<file path="src/rtl/wtim_pkg.sv">
// Shared definitions for the watch timer: register addresses and mode layout.
// Assumes a 3-bit byte address space.
package wtim_pkg;

    localparam int ADDR_W       = 3;
    localparam int MODE_CLR_BIT = 3;   // write-only re-arm strobe in the mode byte

    typedef enum logic [ADDR_W-1:0] {
        A_STAT  = 3'd0,
        A_MODE  = 3'd1,
        A_CNT_L = 3'd2,
        A_CNT_M = 3'd3,
        A_CNT_H = 3'd4,
        A_CAP_L = 3'd5,
        A_CAP_M = 3'd6,
        A_NONE  = 3'd7
    } wt_addr_e;

    // Stored mode bits, MSB first: bit 2 rise_sel, bit 1 cap_en, bit 0 run
    typedef struct packed {
        logic rise_sel;
        logic cap_en;
        logic run;
    } mode_t;

endpackage

</file>
<file path="src/rtl/wtim_count.sv">
// Two-stage interval counter. The low stage wraps into the high stage, and
// both restart at zero on the terminal count. Assumes run is a registered
// control; when run is low the stages are forced to zero.
module wtim_count #(
    parameter int LO_W = 14,
    parameter int HI_W = 7
) (
    input  logic            clk,
    input  logic            rst_n,
    input  logic            run,
    input  logic [LO_W-1:0] prd_lo,
    input  logic [HI_W-1:0] prd_hi,
    output logic [LO_W-1:0] cnt_lo,
    output logic [HI_W-1:0] cnt_hi,
    output logic            hit
);

    logic lo_full;

    // Terminal-count detect: both stages equal their programmed period
    always_comb begin
        hit     = run && (cnt_lo == prd_lo) && (cnt_hi == prd_hi);
        lo_full = &cnt_lo;
    end

    // Count, carry and restart
    always_ff @(posedge clk) begin
        if (!rst_n || !run) begin
            cnt_lo <= '0;
            cnt_hi <= '0;
        end else if (hit) begin
            cnt_lo <= '0;
            cnt_hi <= '0;
        end else begin
            cnt_lo <= cnt_lo + 1'b1;
            if (lo_full) begin
                cnt_hi <= cnt_hi + 1'b1;
            end
        end
    end

endmodule

</file>
<file path="src/rtl/wtim_capture.sv">
// Carrier synchroniser, edge detector and one-shot capture register.
// Assumes carrier_i is asynchronous. Two flops resolve metastability and a
// third holds the previous level for edge detection.
module wtim_capture #(
    parameter int LO_W = 14
) (
    input  logic            clk,
    input  logic            rst_n,
    input  logic            carrier_i,
    input  logic            cap_en,
    input  logic            rise_sel,
    input  logic            cap_clr,
    input  logic [LO_W-1:0] cnt_lo,
    output logic            carrier_lvl,
    output logic [LO_W-1:0] cap,
    output logic            armed
);

    logic [2:0] sync_q;
    logic       prev_lvl;
    logic       edge_hit;

    // Synchroniser and history shift register
    always_ff @(posedge clk) begin
        if (!rst_n) begin
            sync_q <= '0;
        end else begin
            sync_q <= {sync_q[1:0], carrier_i};
        end
    end

    // Pick the edge polarity selected by the mode register
    always_comb begin
        carrier_lvl = sync_q[1];
        prev_lvl    = sync_q[2];
        edge_hit    = rise_sel ? (carrier_lvl & ~prev_lvl)
                               : (~carrier_lvl & prev_lvl);
    end

    // Latch the low count once per arming; clear re-arms with priority
    always_ff @(posedge clk) begin
        if (!rst_n || cap_clr) begin
            cap   <= '1;
            armed <= 1'b1;
        end else if (cap_en && armed && edge_hit) begin
            cap   <= cnt_lo;
            armed <= 1'b0;
        end
    end

endmodule

</file>
<file path="src/rtl/wtim_regs.sv">
// Byte register port: holds the periods and the mode, decodes strobes and
// multiplexes read data. Assumes 8 < LO_W <= 16 and HI_W <= 8. Reads of the
// period addresses return the live counters.
module wtim_regs
    import wtim_pkg::*;
#(
    parameter int LO_W = 14,
    parameter int HI_W = 7
) (
    input  logic              clk,
    input  logic              rst_n,
    input  logic [ADDR_W-1:0] addr,
    input  logic              we,
    input  logic [7:0]        wdata,
    input  logic [LO_W-1:0]   cnt_lo,
    input  logic [HI_W-1:0]   cnt_hi,
    input  logic [LO_W-1:0]   cap,
    input  logic              carrier_lvl,
    input  logic              flag,
    output logic [LO_W-1:0]   prd_lo,
    output logic [HI_W-1:0]   prd_hi,
    output mode_t             mode,
    output logic              cap_clr,
    output logic              stat_clr,
    output logic [7:0]        rdata
);

    localparam int MID_W = LO_W - 8;

    wt_addr_e sel;

    // Address decode and write strobes
    always_comb begin
        sel      = wt_addr_e'(addr);
        cap_clr  = we && (sel == A_MODE) && wdata[MODE_CLR_BIT];
        stat_clr = we && (sel == A_STAT) && !wdata[0];
    end

    // Period and mode storage
    always_ff @(posedge clk) begin
        if (!rst_n) begin
            prd_lo <= '1;
            prd_hi <= '1;
            mode   <= '0;
        end else if (we) begin
            case (sel)
                A_MODE:  mode              <= mode_t'(wdata[2:0]);
                A_CNT_L: prd_lo[7:0]       <= wdata;
                A_CNT_M: prd_lo[LO_W-1:8]  <= wdata[MID_W-1:0];
                A_CNT_H: prd_hi            <= wdata[HI_W-1:0];
                default: ;
            endcase
        end
    end

    // Read multiplexer: status, mode, live counters, capture
    always_comb begin
        case (sel)
            A_STAT:  rdata = {carrier_lvl, 6'b0, flag};
            A_MODE:  rdata = {5'b0, mode};
            A_CNT_L: rdata = cnt_lo[7:0];
            A_CNT_M: rdata = 8'(cnt_lo[LO_W-1:8]);
            A_CNT_H: rdata = 8'(cnt_hi);
            A_CAP_L: rdata = cap[7:0];
            A_CAP_M: rdata = 8'(cap[LO_W-1:8]);
            default: rdata = 8'h00;
        endcase
    end

endmodule

</file>
<file path="src/rtl/wtim_irc.sv">
// Watch timer top: a two-stage interval counter with an interrupt flag,
// a byte register port, and one-shot capture of an infrared carrier edge.
// Assumes one clock and a synchronous active-low reset. A terminal count
// that coincides with a clear leaves the flag set.
module wtim_irc
    import wtim_pkg::*;
#(
    parameter int LO_W = 14,
    parameter int HI_W = 7
) (
    input  logic       clk,
    input  logic       rst_n,
    input  logic [2:0] addr_i,
    input  logic       we_i,
    input  logic [7:0] wdata_i,
    output logic [7:0] rdata_o,
    input  logic       carrier_i,
    input  logic       irq_ack_i,
    output logic       irq_o
);

    logic [LO_W-1:0] prd_lo;
    logic [HI_W-1:0] prd_hi;
    logic [LO_W-1:0] cnt_lo;
    logic [HI_W-1:0] cnt_hi;
    logic [LO_W-1:0] cap;
    mode_t           mode;
    logic            run;
    logic            hit;
    logic            flag;
    logic            cap_clr;
    logic            stat_clr;
    logic            carrier_lvl;
    logic            armed;

    assign run   = mode.run;
    assign irq_o = flag;

    wtim_regs #(.LO_W(LO_W), .HI_W(HI_W)) u_regs (
        .clk         (clk),
        .rst_n       (rst_n),
        .addr        (addr_i),
        .we          (we_i),
        .wdata       (wdata_i),
        .cnt_lo      (cnt_lo),
        .cnt_hi      (cnt_hi),
        .cap         (cap),
        .carrier_lvl (carrier_lvl),
        .flag        (flag),
        .prd_lo      (prd_lo),
        .prd_hi      (prd_hi),
        .mode        (mode),
        .cap_clr     (cap_clr),
        .stat_clr    (stat_clr),
        .rdata       (rdata_o)
    );

    wtim_count #(.LO_W(LO_W), .HI_W(HI_W)) u_count (
        .clk    (clk),
        .rst_n  (rst_n),
        .run    (run),
        .prd_lo (prd_lo),
        .prd_hi (prd_hi),
        .cnt_lo (cnt_lo),
        .cnt_hi (cnt_hi),
        .hit    (hit)
    );

    wtim_capture #(.LO_W(LO_W)) u_capture (
        .clk         (clk),
        .rst_n       (rst_n),
        .carrier_i   (carrier_i),
        .cap_en      (mode.cap_en),
        .rise_sel    (mode.rise_sel),
        .cap_clr     (cap_clr),
        .cnt_lo      (cnt_lo),
        .carrier_lvl (carrier_lvl),
        .cap         (cap),
        .armed       (armed)
    );

    // Interrupt flag: set on terminal count, which outranks both clears
    always_ff @(posedge clk) begin
        if (!rst_n) begin
            flag <= 1'b0;
        end else if (hit) begin
            flag <= 1'b1;
        end else if (irq_ack_i || stat_clr) begin
            flag <= 1'b0;
        end
    end

endmodule

</file>
<file path="config.mk">
export PLATFORM = sky130hd
export DESIGN_NAME = wtim_irc
export DESIGN_NICKNAME = d
export VERILOG_FILES = /design/src/rtl/wtim_pkg.sv /design/src/rtl/wtim_count.sv /design/src/rtl/wtim_capture.sv /design/src/rtl/wtim_regs.sv /design/src/rtl/wtim_irc.sv
export SDC_FILE = /design/constraint.sdc
export NUM_CORES = 1
export LEC_CHECK = 0
export ABC_AREA = 0
export BUFFER_PORTS_ARGS = -buffer_cell sky130_fd_sc_hd__buf_2
export CORE_MARGIN = 3
export CORE_UTILIZATION = 53
export CTS_CLUSTER_DIAMETER = 100
export DETAILED_ROUTE_END_ITERATION = 8
export GPL_ROUTABILITY_DRIVEN = 0
export PLACE_DENSITY = 0.87
export SLEW_MARGIN = 20
export SYNTH_ARGS = -nofsm -noshare
export SYNTH_HDL_FRONTEND = slang
export SYNTH_SLANG_ARGS = --single-unit
</file>
<file path="constraint.sdc">
create_clock -name clk -period 1.7 [get_ports clk]
set_clock_uncertainty 0.15 [all_clocks]
set_input_delay 0.34 -clock clk [delete_from_list [all_inputs] [get_ports clk]]
set_output_delay 0.34 -clock clk [all_outputs]
set_load 0.1 [all_outputs]
</file>
==> impl_results.md, run 1 <==
- Buffers on Ports: 24
- Largest net degree at the start of global routing: 25
- Share of layout cells above drive strength 1: 49.9%
- Post-synth top area share: 41.3%
- Required time worst endpoint: 1.21 ns
- Area Growth Syn to Fin: 55.9%
- Starting DRT DRC Count: 432
- Cell Area, Synth: 3100 um2
- Startpoint Class: flop
- Yosys warns: 0
- Final hold viol count: 0
- CP endpoint kind: output pin
- Worst-path clk slew: 0.09 ns
- Dpl cell area: 3840 um2
- R2R Setup Slk: -0.36 ns
- Final worst path period share: 130%
- Post-synthesis sequential area ratio: 41.3%
- Vias in the first global route: 3353
- Worst reg-to-reg path cell count: 7
- Hold Crit Class: primary input to flop
- Failing checks: setup timing
- Die area: 6810 um2
- CTS buffer count: 9
- RSZ-0062 raised after global routing: yes
- Die W: 82.5 um
- DRC viols: 0
- Synthesized netlist cell count: 351
- # diodes: 0
- Leakage: 1.91 nW
- Via count: 3538
- Syn Nets: 369
- All-Layer GR Usage: 40.3%
- Area contributors post-synth: dfxtp_1 (41%), mux2i_1 (9.7%), xnor2_1 (8.2%)
- CORE AREA: 5570 um2
- Max Clock Freq: 453 MHz
- Routed WL: 14600 um
- Power Density: 704 nW/um2
- Leading area contributor after synthesis: dfxtp_1
- Placed cells: 480
- Via density: 6.84
- Critical path arrival: 1.72 ns
- Most frequent cells in the layout: nand2_1 (62), buf_4 (61), dfxtp_1 (47)
- Maxcap violations: 0
- Dpl ws: -0.376 ns
- H-Tree Depth: 3
- Asr flop ratio synth: 0%
- Slew Limit Fails: 0
- Status: finished, violations left
- Die height: 82.5 um
- Slew margin rel.: 66.8%
- Nets: 458
- Distinct cell type count after synthesis: 45
- Least-Margin Pin Slew: 0.502 ns
- CP Cell Sequence: mux2_2, a221oi_2, buf_4, a21oi_4, buf_12
- Finish-stage setup viols: 31
- Initial Util: 55.7%
- Fillers: 237
- CP Max Fanout: 2
- Pre-Repair DR Iteration Count: 6
- Critical path type: flop to output pin
- Primary FF master, synth: dfxtp_1
- Number of synthesized flops with an enable pin: 0
- Crit-path max cell delay: 0.35 ns
- Post-detailed-route wirelength per cell: 28.3 um
- Cell Rows: 27
- Placed wire-length estimate: 6120 um
- Cell area after layout: 4840 um2
- Commonest non-fill, non-tap cell in the layout: nand2_1
- Initial antenna violation count: 0
- Clock Latency Late Sink: 0.37 ns
- Top Ports: 25
- Peak VDD IR: 938 uV
- Non-filler cells, final: 517
- First-pass GRT wire length: 19300 um
- Setup slack after layout: -0.506 ns
- Grt total ovfl: 0
- Yosys reg bits: 64
- CTS sink count: 64
- CTS tree: yes
- Clock buffer depth: 2
- Antenna Nets Post-Route: 0
- Hold Path Depth: 3
- Syn avg cell area: 8.84 um2
- Post-route minimum period: 2.21 ns
- CTS root buf: clkbuf_8
- Slowest CP cell: dfxtp_2
synth_stat cells (all sizes together) (5+ instances only):
cell / number
a21oi: 9
and2: 5
buf: 12
clkbuf: 10
dfxtp: 64
mux2i: 30
nand2: 63
nand3: 24
nand4: 7
nor2: 33
nor2b: 7
o21ai: 5
xnor2: 29
xor2: 10
timing repair:
action,in CTS,in global routing
hold buffers,0,0
setup buffers,16,6
endpoints found under the setup margin,30,31
resized for setup,80,64
cloned,3,0
endpoints found under the hold margin,0,0
pin swaps,17,20
worst paths after layout:
path | startpoint | end
min reg2reg | u_capture.sync_q[0]$_SDFF_PN0_ | u_capture.sync_q[1]$_SDFF_PN0_
max reg2reg | u_count.cnt_lo[1]$_SDFF_PP0_ | u_count.cnt_hi[2]$_SDFFE_PP0P_
max | u_count.cnt_lo[10]$_SDFF_PP0_ | rdata_o[2]
min | wdata_i[7] | u_regs.prd_lo[7]$_SDFFE_PN1P_
report_power, final:
| group | internal, W | total [W] | switching [W] |
|---|---|---|---|
| registers | 0.00150 | 0.00152 | 0.0000216 |
| clock network | 0.000752 | 0.00140 | 0.000653 |
| logic | 0.000197 | 0.000480 | 0.000283 |
| total | 0.00245 | 0.00341 | 0.000958 |
registers in the layout, summed over array words and instances, names as in the netlist:
name,count
u_capture.sync_q,3
u_count.cnt_lo,14
irq_o,1
u_regs.prd_lo,14
u_capture.cap,14
u_regs.prd_hi,7
u_regs.mode,3
u_capture.armed,1
u_count.cnt_hi,7
worst max-delay path: cells and delay by family, from the launching register on:
| family | cells | cell delay, ns |
|---|---|---|
| buf+inv | 2 | 0.36 |
| flops | 1 | 0.35 |
| compound gates | 2 | 0.34 |
| mux | 1 | 0.30 |
per-layer routing:
metal | GRT usage, % | wire [um]
met3 | 13.4 | 1700
met4 | 29.1 | 1480
met5 | 0 | 0
met2 | 64.3 | 6670
met1 | 44.7 | 4770
area by class of cell:
type	instances	area, um2	area share, %
inverters	4	18.8	0.388
well taps	72	90.1	1.86
repair buffers	100	962	19.9
multi-input cells	261	2230	46.1
flip-flops and latches	64	1330	27.5
clock buffers	11	151	3.13
clock inverters	5	55.1	1.14
logic make-up after synthesis:
kind of cell / Yosys count / share of synthesized area [%]
fa+ha+maj: 2 / 0.806
compound gates: 28 / 6.01
mux: 34 / 11.1
xor+xnor: 39 / 11.0
buf+inv: 26 / 5.24
simple gates: 158 / 24.5
flops: 64 / 41.3
through the flow:
stage          total power (W)  TNS [ns]  util (%)  hold slack (ns)
3_5_place_dp           0.00196     -5.02      69.0            0.273
4_1_cts                0.00331     -5.07      81.3           0.0496
2_1_floorplan          0.00181     -1.77         -            0.262
6_report               0.00341     -9.56      86.8           0.0420
5_1_grt                0.00347    -10.34      86.8           0.0638
3_3_place_gp           0.00195     -3.33      69.0            0.269
Note: power is estimated with default switching activity, not from simulation.
==> run 2, diff against run 1 <==
- CELL_PAD_IN_SITES_DETAIL_PLACEMENT: unset -> 1
- CELL_PAD_IN_SITES_GLOBAL_PLACEMENT: unset -> 1
- CORE_UTILIZATION: 53 -> 41
==> impl_results.md, run 2 (same netlist as run 1, synthesis figures left out) <==
- Status: finished, violations left (unchanged)
- Failing checks: setup timing (unchanged)
- Leakage: 2.06 nW (was 1.91 nW)
- H-Tree Depth: 3 (unchanged)
- CORE AREA: 7290 um2 (was 5570 um2)
- Area Growth Syn to Fin: 63.1% (was 55.9%)
- Post-detailed-route wirelength per cell: 30.5 um (was 28.3 um)
- R2R Setup Slk: -0.39 ns (was -0.36 ns)
- Met1 GRT Util: 40.1% (was 44.7%)
- Clock Latency Late Sink: 0.38 ns (was 0.37 ns)
- Tot Pwr: 0.00345 W (was 0.00341 W)
- CTS tree: yes (unchanged)
- Routed WL: 17000 um (was 14600 um)
- Buffers on Ports: 24 (unchanged)
- Critical path type: flop to output pin (unchanged)
- Final hold viol count: 0 (unchanged)
- Share of layout cells above drive strength 1: 53.8% (was 49.9%)
- CP Max Fanout: 2 (unchanged)
- Antenna Nets Post-Route: 0 (unchanged)
- Slew Limit Fails: 0 (unchanged)
- Worst R2R Start: u_count.cnt_lo[0]$_SDFF_PP0_ (was u_count.cnt_lo[1]$_SDFF_PP0_)
- Slew margin rel.: 68.0% (was 66.8%)
- CTS buffer count: 9 (unchanged)
- Grt met2 use: 60.8% (was 64.3%)
- Final worst path period share: 126% (was 130%)
- All-Layer GR Usage: 35.5% (was 40.3%)
- DRC viols: 0 (unchanged)
- Setup slack after layout: -0.444 ns (was -0.506 ns)
- RSZ-0062 raised after global routing: yes (unchanged)
- Non-filler cells, final: 556 (was 517)
- Via count: 3445 (was 3538)
- Crit path launch: u_count.cnt_lo[10]$_SDFF_PP0_ (unchanged)
- Placed wire-length estimate: 7670 um (was 6120 um)
- Met3 Use GR: 6.36% (was 13.4%)
- Fillers: 767 (was 237)
- Worst-path clk slew: 0.10 ns (was 0.09 ns)
- Reg2reg end: u_count.cnt_hi[1]$_SDFFE_PP0P_ (was u_count.cnt_hi[2]$_SDFFE_PP0P_)
- Peak VDD IR: 523 uV (was 938 uV)
- Die W: 93.0 um (was 82.5 um)
- Nets: 472 (was 458)
- Initial antenna violation count: 0 (unchanged)
- Final Core Density: 69.4% (was 86.8%)
- Pre-Repair DR Iteration Count: 5 (was 6)
- Startpoint Class: flop (unchanged)
- CP endpoint kind: output pin (unchanged)
- GR peak layer: met2 (unchanged)
- Die area: 8650 um2 (was 6810 um2)
- First-pass GRT wire length: 22200 um (was 19300 um)
- Hold path startpoint: wdata_i[7] (unchanged)
- CTS sink count: 64 (unchanged)
- Via density: 6.20 (was 6.84)
- Cts hold-fix bufs: 0 (unchanged)
- Commonest non-fill, non-tap cell in the layout: buf_4 (was nand2_1)
- Worst setup endpoint: rdata_o[2] (unchanged)
- Least-Margin Pin Slew: 0.484 ns (was 0.502 ns)
- Placed cells: 503 (was 480)
- CTS root buf: clkbuf_8 (unchanged)
- Worst reg-to-reg path cell count: 8 (was 7)
- Largest regs: u_capture.cap (14), u_count.cnt_lo (14), u_regs.prd_lo (14) (unchanged)
- Multi-input gate area: 2300 um2 (was 2230 um2)
- Finish-stage setup viols: 31 (unchanged)
- Die height: 93.0 um (was 82.5 um)
- Initial Util: 42.6% (was 55.7%)
- Starting DRT DRC Count: 289 (was 432)
- Cell Rows: 31 (was 27)
- Power Density: 682 nW/um2 (was 704 nW/um2)
- Post-route minimum period: 2.14 ns (was 2.21 ns)
- Required time worst endpoint: 1.21 ns (about the same)
- # diodes: 0 (unchanged)
- Maxcap violations: 0 (unchanged)
- Reg area: 1330 um2 (about the same)
- Dpl ws: -0.394 ns (was -0.376 ns)
- Clock buffer depth: 2 (unchanged)
- Most frequent cells in the layout: buf_4 (69), nand2_1 (62), dfxtp_1 (45) (was nand2_1 (62), buf_4 (61), dfxtp_1 (47))
- Max Clock Freq: 466 MHz (was 453 MHz)
- Largest net degree at the start of global routing: 27 (was 25)
- Hold Crit Class: primary input to flop (unchanged)
- Top Ports: 25 (unchanged)
- Critical path arrival: 1.65 ns (was 1.72 ns)
- Vias in the first global route: 3552 (was 3353)
- Grt total ovfl: 0 (unchanged)
==> run 2: worst min path at each step <==
stage / endpoint / depth (start not counted)
after detailed placement: u_capture.sync_q[1]$_SDFF_PN0_ / 1
after CTS: u_regs.prd_lo[7]$_SDFFE_PN1P_ / 3
final: u_regs.prd_lo[7]$_SDFFE_PN1P_ / 3
after global routing: u_regs.prd_lo[7]$_SDFFE_PN1P_ / 3
after floorplan: u_capture.sync_q[1]$_SDFF_PN0_ / 1
after global placement: u_capture.sync_q[1]$_SDFF_PN0_ / 1
==> run 2: cell type report <==
class | instances | area share (%)
Inverter | 4 | 0.371
Multi-Input combinational cell | 261 | 45.5
Tap cell | 99 | 2.45
Timing Repair Buffer | 114 | 21.5
Clock buffer | 11 | 2.99
Sequential cell | 64 | 26.3
Clock inverter | 3 | 0.841
==> run 2: through the flow <==
stage	cell area [um2]	TNS [ns]	hold WS, ns
2_1_floorplan	3260	-1.77	0.262
3_3_place_gp	3860	-2.11	0.266
3_5_place_dp	3860	-5.24	0.285
4_1_cts	4750	-4.66	0.0424
5_1_grt	5060	-10.01	0.0459
6_report	5060	-10.05	0.0331
==> run 2: critical path, stage by stage, from the launching register on <==
cell	delay [ns]
dfxtp_2	0.34
mux2_4	0.28
a221oi_4	0.27
buf_4	0.17
a21oi_4	0.04
buf_12	0.17
==> run 2: routing by layer <==
metal | wire length, um | vias to the layer above
met5 | 0 | -
met4 | 1290 | 0
met3 | 1130 | 109
met2 | 8210 | 229
met1 | 6340 | 1717
li1 | - | 1390
==> run 2: timing repair <==
item / in CTS / in global routing
pin swaps: 25 / 23
resized for setup: 102 / 60
gates cloned: 3 / 0
endpoints found under the setup margin: 29 / 33
hold endpoints to repair: 0 / 0
setup buffers: 27 / 13
==> run 2: where the power goes <==
part / total [W] / switching [W] / internal [W]
Combinational: 0.000491 / 0.000295 / 0.000196
Clock: 0.00144 / 0.000695 / 0.000740
Sequential: 0.00153 / 0.0000242 / 0.00150
